===== config.mk =====
export PLATFORM = sky130hd
export DESIGN_NAME = seg_xlat
export DESIGN_NICKNAME = d
export VERILOG_FILES = /design/src/rtl/seg_xlat_pkg.sv /design/src/rtl/seg_table.sv /design/src/rtl/seg_check.sv /design/src/rtl/seg_xlat.sv
export SDC_FILE = /design/constraint.sdc
export NUM_CORES = 1
export LEC_CHECK = 0
export CORE_MARGIN = 2
export CORE_UTILIZATION = 52
export DETAILED_ROUTE_END_ITERATION = 7
export PLACE_DENSITY = 0.71
export SLEW_MARGIN = 30
export SYNTH_ARGS = -nofsm -noshare
export SYNTH_HDL_FRONTEND = slang
export SYNTH_SLANG_ARGS = --single-unit
export TNS_END_PERCENT = 10

===== constraint.sdc =====
create_clock -name clk -period 3 [get_ports clk]
set_input_delay 0.6 -clock clk [delete_from_list [all_inputs] [get_ports clk]]
set_output_delay 0.6 -clock clk [all_outputs]
set_load 0.005 [all_outputs]

===== src/rtl/seg_xlat_pkg.sv =====
package seg_xlat_pkg;

    typedef enum logic [1:0] {
        FLT_NONE    = 2'd0,
        FLT_LIMIT   = 2'd1,
        FLT_PROT    = 2'd2,
        FLT_ABSENT  = 2'd3
    } fault_e;

    typedef struct packed {
        logic ro;
        logic live;
    } seg_attr_t;

endpackage


===== src/rtl/seg_table.sv =====
module seg_table
    import seg_xlat_pkg::*;
#(
    parameter int SEG_W  = 2,
    parameter int LIM_W  = 13,
    parameter int BASE_W = 16
) (
    input  logic              clk,
    input  logic              rst_n,
    input  logic              wr_en,
    input  logic [SEG_W-1:0]  wr_seg,
    input  logic [LIM_W-1:0]  wr_limit,
    input  logic [BASE_W-1:0] wr_base,
    input  seg_attr_t         wr_attr,
    input  logic [SEG_W-1:0]  rd_seg,
    output logic [LIM_W-1:0]  rd_limit,
    output logic [BASE_W-1:0] rd_base,
    output seg_attr_t         rd_attr
);

    localparam int NSEG = 1 << SEG_W;

    typedef struct packed {
        logic [LIM_W-1:0]  limit;
        logic [BASE_W-1:0] base;
        seg_attr_t         attr;
    } entry_t;

    entry_t [NSEG-1:0] tab_d, tab_q;
    logic   [NSEG-1:0] wr_hit;
    entry_t            wr_entry;

    assign wr_entry = '{limit: wr_limit, base: wr_base, attr: wr_attr};

    for (genvar g = 0; g < NSEG; g++) begin : g_dec
        assign wr_hit[g] = wr_en && (wr_seg == SEG_W'(g));
    end

    always_comb begin
        tab_d = tab_q;
        for (int i = 0; i < NSEG; i++) begin
            if (wr_hit[i]) tab_d[i] = wr_entry;
        end
    end

    always_ff @(posedge clk or negedge rst_n) begin
        if (!rst_n) tab_q <= '0;
        else        tab_q <= tab_d;
    end

    // Reads come from the registered table, so a same-cycle write is not seen.
    assign rd_limit = tab_q[rd_seg].limit;
    assign rd_base  = tab_q[rd_seg].base;
    assign rd_attr  = tab_q[rd_seg].attr;

endmodule


===== src/rtl/seg_check.sv =====
module seg_check
    import seg_xlat_pkg::*;
#(
    parameter int OFF_W  = 12,
    parameter int LIM_W  = 13,
    parameter int BASE_W = 16,
    parameter int PA_W   = 17
) (
    input  logic [LIM_W-1:0]  limit,
    input  logic [BASE_W-1:0] base,
    input  seg_attr_t         attr,
    input  logic [OFF_W-1:0]  off,
    input  logic              is_write,
    output fault_e            fault,
    output logic [PA_W-1:0]   addr
);

    logic in_range;

    assign in_range = LIM_W'(off) < limit;
    assign addr     = PA_W'(base) + PA_W'(off);

    // Priority: absent entry, then limit, then write protection.
    always_comb begin
        if (!attr.live)              fault = FLT_ABSENT;
        else if (!in_range)          fault = FLT_LIMIT;
        else if (is_write && attr.ro) fault = FLT_PROT;
        else                         fault = FLT_NONE;
    end

endmodule


===== src/rtl/seg_xlat.sv =====
module seg_xlat
    import seg_xlat_pkg::*;
#(
    parameter int SEG_W  = 2,
    parameter int OFF_W  = 12,
    parameter int BASE_W = 16,
    localparam int LIM_W = OFF_W + 1,
    localparam int PA_W  = BASE_W + 1
) (
    input  logic              clk,
    input  logic              rst_n,
    input  logic              req_valid,
    input  logic              req_write,
    input  logic [SEG_W-1:0]  req_seg,
    input  logic [OFF_W-1:0]  req_off,
    input  logic              tbl_we,
    input  logic [SEG_W-1:0]  tbl_seg,
    input  logic [LIM_W-1:0]  tbl_limit,
    input  logic [BASE_W-1:0] tbl_base,
    input  logic              tbl_live,
    input  logic              tbl_ro,
    output logic              rsp_valid,
    output logic [1:0]        rsp_fault,
    output logic              rsp_err,
    output logic [PA_W-1:0]   rsp_addr
);

    typedef struct packed {
        logic            valid;
        fault_e          fault;
        logic [PA_W-1:0] addr;
    } rsp_t;

    rsp_t              rsp_d, rsp_q;
    logic [LIM_W-1:0]  ent_limit;
    logic [BASE_W-1:0] ent_base;
    seg_attr_t         ent_attr;
    fault_e            chk_fault;
    logic [PA_W-1:0]   chk_addr;

    seg_table #(.SEG_W(SEG_W), .LIM_W(LIM_W), .BASE_W(BASE_W)) u_table (
        .clk      (clk),
        .rst_n    (rst_n),
        .wr_en    (tbl_we),
        .wr_seg   (tbl_seg),
        .wr_limit (tbl_limit),
        .wr_base  (tbl_base),
        .wr_attr  ('{ro: tbl_ro, live: tbl_live}),
        .rd_seg   (req_seg),
        .rd_limit (ent_limit),
        .rd_base  (ent_base),
        .rd_attr  (ent_attr)
    );

    seg_check #(.OFF_W(OFF_W), .LIM_W(LIM_W), .BASE_W(BASE_W), .PA_W(PA_W)) u_check (
        .limit    (ent_limit),
        .base     (ent_base),
        .attr     (ent_attr),
        .off      (req_off),
        .is_write (req_write),
        .fault    (chk_fault),
        .addr     (chk_addr)
    );

    always_comb begin
        rsp_d       = '0;
        rsp_d.valid = req_valid;
        rsp_d.fault = FLT_NONE;
        if (req_valid) begin
            rsp_d.fault = chk_fault;
            if (chk_fault == FLT_NONE) rsp_d.addr = chk_addr;
        end
    end

    always_ff @(posedge clk or negedge rst_n) begin
        if (!rst_n) rsp_q <= '0;
        else        rsp_q <= rsp_d;
    end

    assign rsp_valid = rsp_q.valid;
    assign rsp_fault = rsp_q.fault;
    assign rsp_err   = (rsp_q.fault != FLT_NONE);
    assign rsp_addr  = rsp_q.addr;

endmodule


==> results of run 1 <==
worst max-delay path by stage:
stage	start	endpoint	cells after the start
after floorplan	req_seg[0]	rsp_addr[14]$_DFF_PN0_	13
after global placement	req_seg[1]	rsp_addr[14]$_DFF_PN0_	10
after detailed placement	req_seg[1]	rsp_addr[13]$_DFF_PN0_	11
after CTS	req_seg[1]	rsp_addr[14]$_DFF_PN0_	10
after global routing	req_seg[0]	rsp_addr[14]$_DFF_PN0_	11
final	req_seg[0]	rsp_addr[14]$_DFF_PN0_	11
power breakdown:
part	switching (mW)	internal (mW)
combinational	0.630	0.874
sequential	0.166	2.30
clock	0.810	1.30
total	1.61	4.47
cells in the mapped netlist (3+ instances only):
cell and number:
inv_1 19, dfrtp_1 144, nor2_1 6, o21ai_1 3, nor3b_1 3, clkbuf_1 5, nor2_2 10, nand2_1 12
xor2_1 3, a21o_1 3, nand3_1 5, a21oi_1 13, mux4_2 27, mux2_2 124, buf_1 10, a211oi_1 5
mux4_1 3, nor3_1 5, o21ai_0 10, ha_1 23, xnor2_1 5
worst max-delay path, stage by stage:
cell and delay (ns):
buf_2 0.18, buf_12 0.19, mux4_2 0.53, inv_1 0.09, fa_1 0.18, and2b_1 0.20, o31a_1 0.29, o21ai_2 0.19
o21ai_4 0.10, or3b_1 0.36, a41oi_1 0.20
sequential cells by signal, summed over array words and instances, names as in the netlist:
signal	flops
rsp_addr	17
rsp_fault	2
rsp_valid	1
u_table.tab_q	124
kinds of logic after synthesis:
logic type               synth area share
AO/OA/AOI/OAI                     0.04499
XOR/XNOR                          0.01012
adder cells (fa/ha/maj)           0.04445
buffers and inverters             0.02855
flip-flops                         0.5203
multiplexers                       0.3059
AND/OR/NAND/NOR                   0.04571
routing by layer:
layer / wire (um) / GRT usage / share of wire / up-vias
li1: - / - / - / 1987
met1: 6647 / 0.3020 / 0.45 / 2235
met2: 7206 / 0.3646 / 0.49 / 104
met3: 713 / 0.05220 / 0.048 / 20
met4: 274 / 0.07353 / 0.018 / 0
met5: 0 / 0 / 0 / -
stage by stage:
stage	hold slack (ns)	setup TNS, ns	cells	setup WS (ns)
after floorplan	0.3044	-0.4232	475	-0.1955
after global placement	0.4792	-4.476	744	-0.3250
after detailed placement	0.4881	-5.716	744	-0.4393
after CTS	0.2101	0	776	0.004875
after global routing	0.2306	0	777	0.06178
final	0.1827	0	777	0.2224
timing repair:
item | in CTS | in global routing
hold endpoints to repair | 0 | 0
pin swaps | 0 | 0
gates resized for setup | 2 | 1
gates cloned | 0 | 1
endpoints found under the setup margin | 2 | 16
layout make-up:
cell class,count,area [um^2],area share
Clock buffer,17,425.4,0.04854
Clock inverter,15,168.9,0.01927
Inverter,19,71.32,0.008138
Multi-Input combinational cell,291,3152,0.3597
Sequential cell,144,3603,0.4112
Tap cell,176,220.2,0.02513
Timing Repair Buffer,115,1122,0.1281
==> results.json, run 1 <==
{
  "fp.dieH_um": 119.4,
  "n_antenna_cell": 0,
  "final_antenna_net_count": 0,
  "r2r_start": "u_table.tab_q[64]$_DFFE_PN0P_",
  "gp_congestion": 0.8278,
  "layout_common_cells": "dfrtp_1, mux2_2, clkdlybuf4s50_1",
  "drive_above_1_share": 0.4160,
  "final_nets": 664,
  "rrSetupSlack_ns": 0.29,
  "reg2reg_depth": 10,
  "ys.warnings.count": 0,
  "drt_wl_total_um": 14840,
  "track_usage": 0.2247,
  "cts_tree": "built",
  "syn_avg_cell_area_um2": 14.58,
  "final_common_cell": "dfrtp_1",
  "max_freq_ghz": 0.3600,
  "finalHoldViolations": 0,
  "synth_largest_area_cell": "dfrtp_1",
  "syn-num-nets": 551,
  "insertion_delay_ns": 0.42,
  "leakage_nw": 3.794,
  "die_width_um": 119.4,
  "drc": 0,
  "pin_count": 73,
  "timing.rr.end": "rsp_addr[14]$_DFF_PN0_",
  "die-area_um2": 14260,
  "fill_cells": 951,
  "hpwl_um": 9886,
  "final_cell_area_um2": 8763,
  "finClkSkew_ns": 0.007240,
  "syn_inst": 475,
  "relSlewSlack": 0.5700,
  "synth_top_cell_area_share": 0.5203,
  "via_per_inst": 5.593,
  "htreeDepth": 4,
  "clkTransAtPathRegs_ns": 0.06,
  "dr.pass1.iters": 6,
  "hp-class": "in2async",
  "vias": 4346,
  "core-area_um2": 13140,
  "ys_seq_area_frac": 0.5203,
  "tightest_slew_ns": 0.6450,
  "clock_sinks": 144,
  "synth-edff-count": 0,
  "cp.required_ns": 3.32,
  "maxCapViolations": 0,
  "crit_fanout": 12,
  "start_kind": "input port",
  "wl_per_cell_um": 19.10,
  "final_core_util": 0.6670,
  "setup_viol": 0,
  "cts.path.max_buffers": 2,
  "ir_worst_vdd_v": 0.0004886,
  "crit_type": "in2reg",
  "grt_first_pass_wirelength_um": 24340,
  "drt_iter0_markers": 259,
  "cp_data_arrival_time_ns": 3.10,
  "syn_area_um2": 6925,
  "drv_slew": 0,
  "cts_hold_buf": 0,
  "powerDensity_nw_per_um2": 693.6,
  "period_share": 0.9259,
  "power_mw": 6.078,
  "synth-seq-cells": 144,
  "io_buffer_count": 72,
  "ys_top_cells_by_area": "dfrtp_1, mux2_2, mux4_2",
  "synth_ff_type": "dfrtp_1",
  "grt_max_degree": 76,
  "start_util": 0.5271,
  "status": "finished clean",
  "areaGrowthSynthToFinish_pct": 26.54,
  "synth.distinct_cells": 52,
  "endpoint_kind": "flip-flop",
  "placed_cell_area_um2": 8129,
  "root_buffer": "clkbuf_16",
  "post-cts-setup-buffers": 0,
  "antenna_found_initial": 0,
  "rsz0062_at_grt": "no",
  "cts_made_buffers": 17,
  "grt_pass1_vias": 4687,
  "synthArstFlopShare": 1.000,
  "grt_overflow": 0,
  "num_rows": 42,
  "period_needed_ns": 2.778
}
Note: power is estimated with default switching activity, not from simulation.
==> inputs of run 2 (changes only) <==
- SLEW_MARGIN: 30 -> 15
==> results of run 2 <==
Final layout, timing and power as in run 1 (identical DEF).
